[src/rtl/flash_guard_pkg.sv]
package flash_guard_pkg;
  localparam int CODE_W = 3;

  typedef struct packed {
    logic [CODE_W-1:0] code;
    logic              flash;
    logic              guard;
  } flash_cfg_t;

  localparam flash_cfg_t CFG_RESET = '{code: '0, flash: 1'b0, guard: 1'b1};
endpackage

[src/rtl/flash_guard_sync.sv]
module flash_guard_sync #(
  parameter int STAGES = 2
) (
  input  logic clk,
  input  logic rst_n,
  input  logic d_async,
  output logic q_sync
);
  logic [STAGES-1:0] chain;

  generate
    for (genvar i = 0; i < STAGES; i++) begin : g_stage
      if (i == 0) begin : g_first
        always_ff @(posedge clk or negedge rst_n) begin
          if (!rst_n) chain[0] <= 1'b0;
          else        chain[0] <= d_async;
        end
      end else begin : g_next
        always_ff @(posedge clk or negedge rst_n) begin
          if (!rst_n) chain[i] <= 1'b0;
          else        chain[i] <= chain[i-1];
        end
      end
    end
  endgenerate

  assign q_sync = chain[STAGES-1];
endmodule

[src/rtl/flash_guard_cfg.sv]
module flash_guard_cfg
  import flash_guard_pkg::*;
(
  input  logic              clk,
  input  logic              rst_n,
  input  logic              wr,
  input  logic [CODE_W-1:0] wr_code,
  input  logic              wr_flash,
  input  logic              wr_guard,
  output flash_cfg_t        cfg,
  output logic              code_rearm
);
  flash_cfg_t cfg_q;

  always_ff @(posedge clk or negedge rst_n) begin
    if (!rst_n) cfg_q <= CFG_RESET;
    else if (wr) begin
      cfg_q.code  <= wr_code;
      cfg_q.flash <= wr_flash;
      cfg_q.guard <= wr_guard;
    end
  end

  // nonzero write on top of a cleared code re-arms the timeout latch
  assign code_rearm = wr && (wr_code != '0) && (cfg_q.code == '0);
  assign cfg = cfg_q;

  a_r4_write_loads: assert property (@(posedge clk) disable iff (!rst_n)
    wr |=> (cfg_q.code == $past(wr_code)) && (cfg_q.guard == $past(wr_guard)));
  a_r4_hold: assert property (@(posedge clk) disable iff (!rst_n)
    !wr |=> $stable(cfg_q));
endmodule

[src/rtl/flash_guard_timer.sv]
module flash_guard_timer #(
  parameter int TICK_LIMIT = 1000
) (
  input  logic clk,
  input  logic rst_n,
  input  logic tick,
  input  logic driving,
  input  logic guard,
  input  logic pin_high,
  input  logic code_rearm,
  output logic expired
);
  localparam int CW = (TICK_LIMIT > 1) ? $clog2(TICK_LIMIT) : 1;
  localparam logic [CW-1:0] LAST = CW'(TICK_LIMIT - 1);

  logic [CW-1:0] cnt;
  logic          expired_q;
  logic          fire;

  assign fire = tick && driving && guard && (cnt == LAST);

  always_ff @(posedge clk or negedge rst_n) begin
    if (!rst_n)                cnt <= '0;
    else if (!driving || !guard) cnt <= '0;
    else if (tick)             cnt <= (cnt == LAST) ? '0 : cnt + 1'b1;
  end

  always_ff @(posedge clk or negedge rst_n) begin
    if (!rst_n)          expired_q <= 1'b0;
    else if (!pin_high)  expired_q <= 1'b0;
    else if (fire)       expired_q <= 1'b1;
    else if (code_rearm) expired_q <= 1'b0;
  end

  assign expired = expired_q;

  a_r6_count_clear: assert property (@(posedge clk) disable iff (!rst_n)
    (!driving || !guard) |=> (cnt == '0));
  a_r7_no_fire_unguarded: assert property (@(posedge clk) disable iff (!rst_n)
    !guard |=> !$rose(expired_q));
  a_r8_pin_rearm: assert property (@(posedge clk) disable iff (!rst_n)
    !pin_high |=> !expired_q);
  a_r9_sticky: assert property (@(posedge clk) disable iff (!rst_n)
    (expired_q && pin_high && !code_rearm) |=> expired_q);
endmodule

[src/rtl/flash_guard.sv]
module flash_guard
  import flash_guard_pkg::*;
#(
  parameter int TICK_LIMIT  = 1000,
  parameter int SYNC_STAGES = 2
) (
  input  logic              clk,
  input  logic              rst_n,
  input  logic              tick_ms,
  input  logic              flash_pin,
  input  logic              cfg_wr,
  input  logic [CODE_W-1:0] cfg_code,
  input  logic              cfg_flash_mode,
  input  logic              cfg_guard_en,
  output logic              drive_en,
  output logic [CODE_W-1:0] drive_code,
  output logic              drive_flash_mode,
  output logic              timed_out
);
  flash_cfg_t cfg;
  logic       pin_s;
  logic       code_rearm;
  logic       expired;
  logic       driving;

  flash_guard_sync #(.STAGES(SYNC_STAGES)) u_sync (
    .clk(clk), .rst_n(rst_n), .d_async(flash_pin), .q_sync(pin_s));

  flash_guard_cfg u_cfg (
    .clk(clk), .rst_n(rst_n), .wr(cfg_wr), .wr_code(cfg_code),
    .wr_flash(cfg_flash_mode), .wr_guard(cfg_guard_en),
    .cfg(cfg), .code_rearm(code_rearm));

  assign driving = pin_s && (cfg.code != '0) && !expired;

  flash_guard_timer #(.TICK_LIMIT(TICK_LIMIT)) u_timer (
    .clk(clk), .rst_n(rst_n), .tick(tick_ms), .driving(driving),
    .guard(cfg.guard), .pin_high(pin_s), .code_rearm(code_rearm),
    .expired(expired));

  assign drive_en         = driving;
  assign drive_code       = driving ? cfg.code : '0;
  assign drive_flash_mode = cfg.flash;
  assign timed_out        = expired;

  a_r5_expiry_stops: assert property (@(posedge clk) disable iff (!rst_n)
    $rose(timed_out) |-> !drive_en);
  a_r2_no_drive_latched: assert property (@(posedge clk) disable iff (!rst_n)
    timed_out |-> (drive_code == '0));
endmodule

[config.mk]
export PLATFORM = sky130hd
export DESIGN_NAME = flash_guard
export DESIGN_NICKNAME = d
export VERILOG_FILES = /design/src/rtl/flash_guard_pkg.sv /design/src/rtl/flash_guard_sync.sv /design/src/rtl/flash_guard_cfg.sv /design/src/rtl/flash_guard_timer.sv /design/src/rtl/flash_guard.sv
export SDC_FILE = /design/constraint.sdc
export NUM_CORES = 1
export LEC_CHECK = 0
export BUFFER_PORTS_ARGS = -buffer_cell sky130_fd_sc_hd__buf_2
export CAP_MARGIN = 25
export CORE_ASPECT_RATIO = 1.1
export CORE_MARGIN = 1
export CORE_UTILIZATION = 30
export DETAILED_ROUTE_END_ITERATION = 8
export GPL_TIMING_DRIVEN = 0
export PLACE_DENSITY = 0.55
export SKIP_CTS_REPAIR_TIMING = 1
export SYNTH_ARGS = -nofsm -noshare
export SYNTH_HDL_FRONTEND = slang
export SYNTH_SLANG_ARGS = --single-unit
[constraint.sdc]
create_clock -name clk -period 2.1 [get_ports clk]
set_input_delay 0 -clock clk [delete_from_list [all_inputs] [get_ports clk]]
set_output_delay 0 -clock clk [all_outputs]
set_load 0.05 [all_outputs]
==> results.json <==
{
  "synth_seq_cells": 18,
  "hold-path-endpoint": "u_timer.cnt[2]",
  "peakVddDrop_mv": 0.323,
  "synth_edf_count": 0,
  "dr.pass1.iters": 4,
  "num_antenna_cells": 0,
  "finalMaxSlewViolations": 0,
  "vias_per_cell": 5.19,
  "synth_area_leaders": "dfrtp_1 45%, mux2_2 6.0%, nand2_1 3.6%",
  "reg2reg_to": "u_timer.cnt[6]",
  "tns_ps": 0,
  "dp_cells": 133,
  "ios": 16,
  "fp.dieH_um": 60.8,
  "first_global_vias": 669,
  "total_power_mw": 0.699,
  "synth_ff_type": "dfrtp_1",
  "final_util": 0.403,
  "hpwl_mm": 1.34,
  "synthesis.nets": 97,
  "cts.path.max_buffers": 2,
  "crit_chain": "nor4bb_1 -> nand3_1 -> buf_2 -> a32oi_1 -> o41ai_2",
  "hold_class": "in -> reg",
  "skew_ps": 5.66,
  "core-area_sq_mm": 0.00288,
  "required_ps": 2280,
  "die_area_sq_mm": 0.00337,
  "place.gp.congestion": 0.750,
  "start_util": 0.328,
  "area_growth_pct": 23.1,
  "clockRootBuffer": "clkbuf_4",
  "yosysUniqueCellTypes": 37,
  "endpoint_kind": "flop",
  "period_share": 0.768,
  "critical_path.slowest_cell": "dfrtp_1",
  "grt_max_degree": 19,
  "period_needed_ps": 1610,
  "synth_area_sq_um": 943,
  "track_usage": 0.123,
  "synth_warnings": 0,
  "cts_buffers": 3,
  "yosysTopAreaCellShare": 0.451,
  "antenna_left": 0,
  "cts-htree-levels": 1,
  "synth_commonest_cells": "17 x dfrtp_1, 9 x nand2_1, 6 x nand3_1",
  "clkTransAtPathRegs_ps": 110,
  "grt_pass1_wl_mm": 3.20,
  "slew_headroom": 0.728,
  "rsz0062_at_grt": "false",
  "outcome": "finished, final reports clean",
  "clock.fmax_ghz": 0.620,
  "chipWidth_um": 55.5,
  "async_flop_share": 1.00,
  "cp.arrival_ps": 1790,
  "antenna_found_initial": 0,
  "n_fill_cell": 295,
  "r2r_slack_ps": 490,
  "hold_violations": 0,
  "num_vias": 747,
  "seqCellArea_sq_um": 452,
  "layout-drive-gt1-share": 0.315,
  "crit_fanout": 10,
  "insertion_delay_ps": 290,
  "multiInputGateArea_sq_um": 453,
  "setup_viol": 0,
  "netlist_instances": 86,
  "rows": 20,
  "synth_top_area_cell": "dfrtp_1",
  "tritoncts": "yes",
  "maxCapViolations": 0,
  "r2r_cells": 5,
  "first_iter_violations": 11,
  "fin_nets": 123,
  "stdcell_count": 144,
  "hold_depth": 4,
  "p_leak_nw": 0.496,
  "worstReg2RegStart": "u_timer.cnt[4]",
  "critPathKind": "reg -> reg",
  "cts.sinks": 18,
  "cp-start-kind": "flop",
  "syn_avg_cell_area_sq_um": 11.0,
  "drc_errors": 0,
  "wl_per_cell_um": 13.3,
  "hp-start": "tick_ms",
  "worst_pin_slew_ps": 408,
  "ys_seq_area_frac": 0.479,
  "grt_overflow_total": 0,
  "portBuffers": 14,
  "yosysMostFrequentCell": "dfrtp_1",
  "power_density_mw_per_mm2": 602,
  "startpoint": "u_timer.cnt[4]",
  "cpPeakStageDelay_ps": 460,
  "drt_wl_total_mm": 1.91
}
area by class of cell:
class / count / share of cell area
well taps: 33 / 0.0356
plain buffers: 4 / 0.0269
clock buffers: 4 / 0.0313
multi-input cells: 62 / 0.390
repair buffers: 21 / 0.121
inverters: 2 / 0.00647
flip-flops and latches: 18 / 0.389
how the worst max path moves through the flow:
| stage | endpoint | slack, ps | cells past startpoint |
|---|---|---|---|
| 2_1_floorplan | u_timer.cnt[6] | 570 | 4 |
| 3_3_place_gp | u_timer.cnt[6] | 550 | 5 |
| 3_5_place_dp | u_timer.cnt[6] | 520 | 5 |
| 4_1_cts | u_timer.cnt[6] | 510 | 5 |
| 5_1_grt | u_timer.cnt[6] | 350 | 5 |
| 6_report | u_timer.cnt[6] | 490 | 5 |
critical path, delay by kind of cell (launching register included):
family / cells / cell delay [ps]
simple gates: 2 / 480
compound gates: 2 / 330
buf+inv: 1 / 230
flops: 1 / 460
per-layer routing:
layer  track usage  part of all wire
met1         0.165              0.49
met2         0.194              0.46
met3        0.0256             0.045
met4        0.0536            0.0063
met5             0                 0
placed cells by master, fill, tap and decap left out, drive strengths merged, types with 2 or more instances in the layout:
| master | count |
|---|---|
| dfrtp | 17 |
| buf | 17 |
| nand2 | 9 |
| dlygate4sd3 | 7 |
| nand3 | 6 |
| and2 | 6 |
| mux2 | 5 |
| o21ai | 5 |
| clkbuf | 5 |
| a31oi | 4 |
| and4 | 4 |
| nand4 | 2 |
| mux2i | 2 |
| inv | 2 |
| a21boi | 2 |
state kept, by name (all words and copies together), names as in the netlist:
signal and count:
u_sync.chain 1, u_timer.cnt 10, u_sync.q_sync 1, u_timer.expired 1
u_cfg.cfg 5
power breakdown:
part | switching, mW | internal, mW | total [mW]
sequential | 0.00985 | 0.361 | 0.371
combinational | 0.0649 | 0.0474 | 0.112
clock | 0.110 | 0.106 | 0.216
cell families after synthesis:
group / Yosys count / share of synthesized area
multiplexers: 7 / 0.0809
flip-flops: 18 / 0.479
buffers and inverters: 6 / 0.0411
adder cells (fa/ha/maj): 1 / 0.0133
XOR/XNOR: 2 / 0.0186
AND/OR/NAND/NOR: 35 / 0.233
AO/OA/AOI/OAI: 17 / 0.134
through the flow:
step | area [sq um] | hold slack (ps) | setup slack, ps
2_1_floorplan | 943 | -296 | 572
3_3_place_gp | 1050 | -43.2 | 546
3_5_place_dp | 1050 | -40.8 | 520
4_1_cts | 1090 | -370 | 506
5_1_grt | 1160 | 128 | 352
6_report | 1160 | 116 | 487
(Power assumes the default switching activity.)
